[src/rtl/stlf_pkg.sv]
`timescale 1ns/1ps
package stlf_pkg;
  localparam int unsigned LANE_BYTES = 8;
  localparam int unsigned LANE_W     = LANE_BYTES * 8;
  localparam int unsigned SZ_W       = 4;

  typedef logic [SZ_W-1:0] nbytes_t;

  typedef struct packed {
    logic full;
    logic part;
  } cover_t;

  function automatic nbytes_t size_code_bytes(input logic [1:0] code);
    return nbytes_t'(1) << code;
  endfunction
endpackage

[src/rtl/stlf_cover_check.sv]
`timescale 1ns/1ps
module stlf_cover_check
  import stlf_pkg::*;
#(
  parameter int unsigned ADDR_W = 32
) (
  input  logic [ADDR_W-1:0] ld_addr,
  input  nbytes_t           ld_bytes,
  input  logic              ld_locked,
  input  logic [ADDR_W-1:0] st_addr,
  input  nbytes_t           st_bytes,
  input  logic              st_atomic,
  input  logic              st_strict,
  input  logic              st_cmo,
  output cover_t            cov,
  output logic [2:0]        byte_ofs
);
  localparam int unsigned EW = ADDR_W + 1;

  logic [EW-1:0] l_lo, l_hi, s_lo, s_hi;
  logic eligible, lo_in, hi_in, start_in, end_in, touch;

  always_comb begin
    l_lo     = {1'b0, ld_addr};
    l_hi     = l_lo + EW'(ld_bytes);
    s_lo     = {1'b0, st_addr};
    s_hi     = s_lo + EW'(st_bytes);
    eligible = (st_bytes != '0) && !st_strict && !st_cmo;
    lo_in    = l_lo >= s_lo;
    hi_in    = l_hi <= s_hi;
    start_in = l_lo < s_hi;
    end_in   = l_hi > s_lo;
    if (ld_locked || st_atomic) begin
      touch = (lo_in || end_in) && (hi_in || start_in);
    end else begin
      touch = (lo_in && start_in) || (hi_in && end_in) || (start_in && end_in);
    end
    cov.full = eligible && lo_in && hi_in && !st_atomic && !ld_locked;
    cov.part = eligible && touch && !cov.full;
    byte_ofs = ld_addr[2:0] - st_addr[2:0];
  end
endmodule

[src/rtl/stlf_age_pick.sv]
`timescale 1ns/1ps
module stlf_age_pick #(
  parameter int unsigned DEPTH = 8,
  localparam int unsigned IDX_W = $clog2(DEPTH),
  localparam int unsigned PTR_W = IDX_W + 1
) (
  input  logic [DEPTH-1:0] hit,
  input  logic [PTR_W-1:0] tail_ptr,
  input  logic [PTR_W-1:0] wb_ptr,
  output logic             found,
  output logic [IDX_W-1:0] pick_idx
);
  logic [PTR_W-1:0] span;
  logic [IDX_W-1:0] slot;

  always_comb begin
    span     = tail_ptr - wb_ptr;
    found    = 1'b0;
    pick_idx = '0;
    slot     = '0;
    for (int k = 0; k < DEPTH; k++) begin
      slot = tail_ptr[IDX_W-1:0] - IDX_W'(k + 1);
      if ((PTR_W'(k) < span) && !found && hit[slot]) begin
        found    = 1'b1;
        pick_idx = slot;
      end
    end
  end
endmodule

[src/rtl/stlf_lane_align.sv]
`timescale 1ns/1ps
module stlf_lane_align
  import stlf_pkg::*;
(
  input  logic [LANE_W-1:0] st_data,
  input  logic [2:0]        ofs,
  input  nbytes_t           ld_bytes,
  input  logic              zero_fill,
  output logic [LANE_W-1:0] ld_data
);
  logic [LANE_W-1:0] shifted;

  always_comb begin
    shifted = st_data >> {ofs, 3'b000};
    for (int b = 0; b < LANE_BYTES; b++) begin
      ld_data[b*8 +: 8] = (!zero_fill && (SZ_W'(b) < ld_bytes)) ? shifted[b*8 +: 8] : 8'h00;
    end
  end
endmodule

[src/rtl/stlf_unit.sv]
`timescale 1ns/1ps
module stlf_unit
  import stlf_pkg::*;
#(
  parameter int unsigned SQ_DEPTH = 8,
  parameter int unsigned ADDR_W   = 32,
  parameter int unsigned SEQ_W    = 16,
  localparam int unsigned IDX_W   = $clog2(SQ_DEPTH),
  localparam int unsigned PTR_W   = IDX_W + 1
) (
  input  logic                         clk,
  input  logic                         rst_n,
  input  logic                         ld_valid,
  input  logic [ADDR_W-1:0]            ld_addr,
  input  logic [1:0]                   ld_size,
  input  logic                         ld_locked,
  input  logic [PTR_W-1:0]             ld_sq_tail,
  input  logic [PTR_W-1:0]             sq_wb_ptr,
  input  logic [SQ_DEPTH*ADDR_W-1:0]   sq_addr,
  input  logic [SQ_DEPTH*SZ_W-1:0]     sq_bytes,
  input  logic [SQ_DEPTH*LANE_W-1:0]   sq_data,
  input  logic [SQ_DEPTH*SEQ_W-1:0]    sq_seq,
  input  logic [SQ_DEPTH-1:0]          sq_atomic,
  input  logic [SQ_DEPTH-1:0]          sq_strict,
  input  logic [SQ_DEPTH-1:0]          sq_cmo,
  input  logic [SQ_DEPTH-1:0]          sq_zero,
  output logic                         fwd_hit,
  output logic [LANE_W-1:0]            fwd_data,
  output logic                         stall,
  output logic [IDX_W-1:0]             stall_idx,
  output logic [SEQ_W-1:0]             stall_seq,
  output logic                         miss
);
  nbytes_t           ld_bytes;
  cover_t            cov_a [SQ_DEPTH];
  logic [2:0]        ofs_a [SQ_DEPTH];
  logic [SQ_DEPTH-1:0] hit_vec;
  logic              found;
  logic [IDX_W-1:0]  pick_idx;
  logic              sel_full;
  logic [LANE_W-1:0] sel_data;
  logic [LANE_W-1:0] lane_data;

  assign ld_bytes = size_code_bytes(ld_size);

  for (genvar g = 0; g < SQ_DEPTH; g++) begin : g_entry
    stlf_cover_check #(.ADDR_W(ADDR_W)) u_cover (
      .ld_addr   (ld_addr),
      .ld_bytes  (ld_bytes),
      .ld_locked (ld_locked),
      .st_addr   (sq_addr[g*ADDR_W +: ADDR_W]),
      .st_bytes  (sq_bytes[g*SZ_W +: SZ_W]),
      .st_atomic (sq_atomic[g]),
      .st_strict (sq_strict[g]),
      .st_cmo    (sq_cmo[g]),
      .cov       (cov_a[g]),
      .byte_ofs  (ofs_a[g])
    );
    assign hit_vec[g] = cov_a[g].full | cov_a[g].part;
  end

  stlf_age_pick #(.DEPTH(SQ_DEPTH)) u_pick (
    .hit      (hit_vec),
    .tail_ptr (ld_sq_tail),
    .wb_ptr   (sq_wb_ptr),
    .found    (found),
    .pick_idx (pick_idx)
  );

  assign sel_full = cov_a[pick_idx].full;
  assign sel_data = sq_data[pick_idx*LANE_W +: LANE_W];

  stlf_lane_align u_align (
    .st_data   (sel_data),
    .ofs       (ofs_a[pick_idx]),
    .ld_bytes  (ld_bytes),
    .zero_fill (sq_zero[pick_idx]),
    .ld_data   (lane_data)
  );

  always_comb begin
    fwd_hit   = ld_valid && found && sel_full;
    stall     = ld_valid && found && !sel_full;
    miss      = ld_valid && !found;
    fwd_data  = fwd_hit ? lane_data : '0;
    stall_idx = stall ? pick_idx : '0;
    stall_seq = stall ? sq_seq[pick_idx*SEQ_W +: SEQ_W] : '0;
  end

  // independent window arithmetic for the checks
  logic [IDX_W-1:0] chk_age;
  logic [PTR_W-1:0] chk_span;
  assign chk_age  = ld_sq_tail[IDX_W-1:0] - IDX_W'(1) - stall_idx;
  assign chk_span = ld_sq_tail - sq_wb_ptr;

  AST_ONE_OUTCOME: assert property (@(posedge clk) disable iff (!rst_n)
    ld_valid |-> ($countones({fwd_hit, stall, miss}) == 1));
  AST_IDLE_QUIET: assert property (@(posedge clk) disable iff (!rst_n)
    !ld_valid |-> (!fwd_hit && !stall && !miss && fwd_data == '0));
  AST_NO_FWD_LOCKED: assert property (@(posedge clk) disable iff (!rst_n)
    fwd_hit |-> !ld_locked);
  AST_NO_FWD_ATOMIC: assert property (@(posedge clk) disable iff (!rst_n)
    fwd_hit |-> !sq_atomic[pick_idx]);
  AST_STALL_ELIGIBLE: assert property (@(posedge clk) disable iff (!rst_n)
    stall |-> (sq_bytes[stall_idx*SZ_W +: SZ_W] != '0 && !sq_strict[stall_idx] && !sq_cmo[stall_idx]));
  AST_STALL_IN_WINDOW: assert property (@(posedge clk) disable iff (!rst_n)
    stall |-> ({1'b0, chk_age} < chk_span));
endmodule

[config.mk]
export PLATFORM = sky130hd
export DESIGN_NAME = stlf_unit
export DESIGN_NICKNAME = d
export VERILOG_FILES = /design/src/rtl/stlf_pkg.sv /design/src/rtl/stlf_cover_check.sv /design/src/rtl/stlf_age_pick.sv /design/src/rtl/stlf_lane_align.sv /design/src/rtl/stlf_unit.sv
export SDC_FILE = /design/constraint.sdc
export NUM_CORES = 2
export LEC_CHECK = 0
export ABC_CLOCK_PERIOD_IN_PS = 30000
export BUFFER_PORTS_ARGS = -buffer_cell sky130_fd_sc_hd__buf_4
export CAP_MARGIN = 10
export CORE_AREA = 4 4 420 422
export DETAILED_ROUTE_END_ITERATION = 8
export DIE_AREA = 0 0 424 426
export GPL_TIMING_DRIVEN = 0
export PLACE_DENSITY = 0.51
export SLEW_MARGIN = 10
export SYNTH_ARGS = -nofsm -noshare
export SYNTH_HDL_FRONTEND = slang
export SYNTH_HIERARCHICAL = 1
export SYNTH_SLANG_ARGS = --single-unit
[constraint.sdc]
create_clock -name vclk -period 30
set_input_delay 3 -clock vclk [all_inputs]
set_output_delay 3 -clock vclk [all_outputs]
set_load 0.005 [all_outputs]
==> impl_metrics.toml <==
[floorplan]
dieHeight_microns = 426
io_pins = 1092
die_area_sq_um = 181000
die_x_microns = 424
rows = 153
start_util_pct = 24.5
coreArea_sq_um = 173000

[clock_network]
cts_resized = 0
cts_setup_buffers = 0
holdBufCountCts = 0

[outcome]
status = "finished, final reports clean"

[sta]
holdWs_ns = 6.32
period_needed_ns = 18.33
rsz0062_at_grt = "no"
finalMaxSlewViolations = 0
post-route-period-util_pct = 61.1
relSlewSlack_pct = 14.9
tightest_slew_ns = 1.28
finalSetupViolations = 0
max_freq_ghz = 0.0546
tns_ns = 0
hold_violations = 0

[yosys]
yosys_warnings = 6
synth_nets = 7316
syn_area_sq_um = 42500
yosysSeqAreaShare_pct = 0
synth.avg_cell_area_sq_um = 8.18
synth_cells = 5192
yosysUniqueCellTypes = 97

[layout]
final_cell_mix = "buf_4, ha_1, xnor2_1"
fin_cells = 8681
nFlopsAndLatches = 0
n_clock_buffer = 0
drive_above_1_share_pct = 25.5
final_nets = 8413
nFillCells = 18700
layout_commonest_cell = "buf_4"
layout.area.seq_sq_um = 0
design_area_sq_um = 53900
multi_input_area_sq_um = 40400
synthToLayoutAreaGrowth_pct = 26.8

[global_route]
grt_pass1_vias = 47400
antenna_found_initial = 117
grt_pass1_wl_microns = 368000
grt_max_degree = 53
grtUsageTotal_pct = 28.6
overflow = 0

[detailed_routing]
viasPerCell = 5.56
vias = 48200
drt_iter0_drc = 3747
first_pass_iters = 6
antenna_left = 0
wl_per_cell_microns = 31.6
wirelength_microns = 274000
drc = 0

[run]
maxCapViolations = 0

[setup_path]
endpoint_kind = "output pin"
cp_common_cell = "buf_4"
crit_arrival_ns = 15.33
slowest_stage = "nor4_1"
startpoint_type = "input pin"
critical_path_class = "in2out"
worst_ep_required_time_ns = 27.00
path_max_fanout = 10
cp_slowest_stage_delay_ns = 0.89

[hold_path]
min-delay-start = "ld_valid"
holdPathEnd = "miss"
whs_path_depth = 3
hold_class = "in2out"

[placement]
place_area_sq_um = 53700
dp_cells = 8612
place.gp.congestion = 1.05
dp_hpwl_microns = 231000
port_buffers = 1090
-- worst max-delay path: cells and delay by family --
family,cells,cell delay [ns]
AO/OA/AOI/OAI,8,1.52
XOR/XNOR,1,0.21
adder cells (fa/ha/maj),3,0.79
buffers and inverters,10,3.17
multiplexers,5,1.89
AND/OR/NAND/NOR,12,4.61
-- layer usage --
metal / global-route usage, % / vias up / share of wire [%]
met2: 49.8 / 2050 / 49
met4: 18.7 / 38 / 7.2
li1: - / 22200 / -
met1: 31.6 / 23500 / 37
met3: 5.89 / 495 / 6.9
met5: 0 / - / 0.092
-- synth_stat cells (60+ instances only) --
cell type  instances  area [sq um]
ha_1            1093         13700
xnor2_1          421          3690
inv_1            403          1510
a21oi_1          337          1690
nand2_1          331          1240
nor2_1           307          1150
nand4_1          230          1440
nand3_1          207          1040
mux4_2           176          3960
o21ai_0          167           836
a21o_1           138          1040
mux2_2           120          1350
nor4_1           105           657
a211oi_1          99           743
nor3_1            93           465
xor2_1            74           648
nor2b_1           72           450
buf_2             60           300
-- worst max-delay path by stage --
stage | to | start | depth (start not counted)
CTS | fwd_data[36] | ld_size[1] | 39
global placement | fwd_data[36] | ld_size[0] | 36
detailed placement | fwd_data[36] | ld_size[1] | 39
floorplan | fwd_data[55] | ld_size[0] | 34
global route | fwd_data[36] | ld_size[0] | 39
finish | fwd_data[36] | ld_size[1] | 39
-- cell type report --
| type | instances | area share, % |
|---|---|---|
| multi-input combinational | 4671 | 75.0 |
| antenna | 69 | 0.320 |
| inverter | 410 | 2.86 |
| tap | 2325 | 5.40 |
| timing repair buffer | 1095 | 15.4 |
| buffer | 111 | 1.04 |
-- cell families (layout without fill, tap and decap cells) --
kind of cell / Yosys count / count (layout) / synth area share [%]
compound gates: 1068 / 1068 / 16.5
xor+xnor: 495 / 495 / 10.2
other cells: 0 / 69 / 0
simple gates: 1659 / 1659 / 21.5
fa+ha+maj: 1118 / 1118 / 33.4
mux: 331 / 331 / 13.5
buf+inv: 521 / 1616 / 4.93
-- through the flow --
step | setup WS (ns) | util (%)
finish | 11.67 | 31.1
global route | 11.27 | 31.1
CTS | 11.75 | 31.0
detailed placement | 11.80 | 31.0
global placement | 8.76 | 31.0
floorplan | 14.86 | -
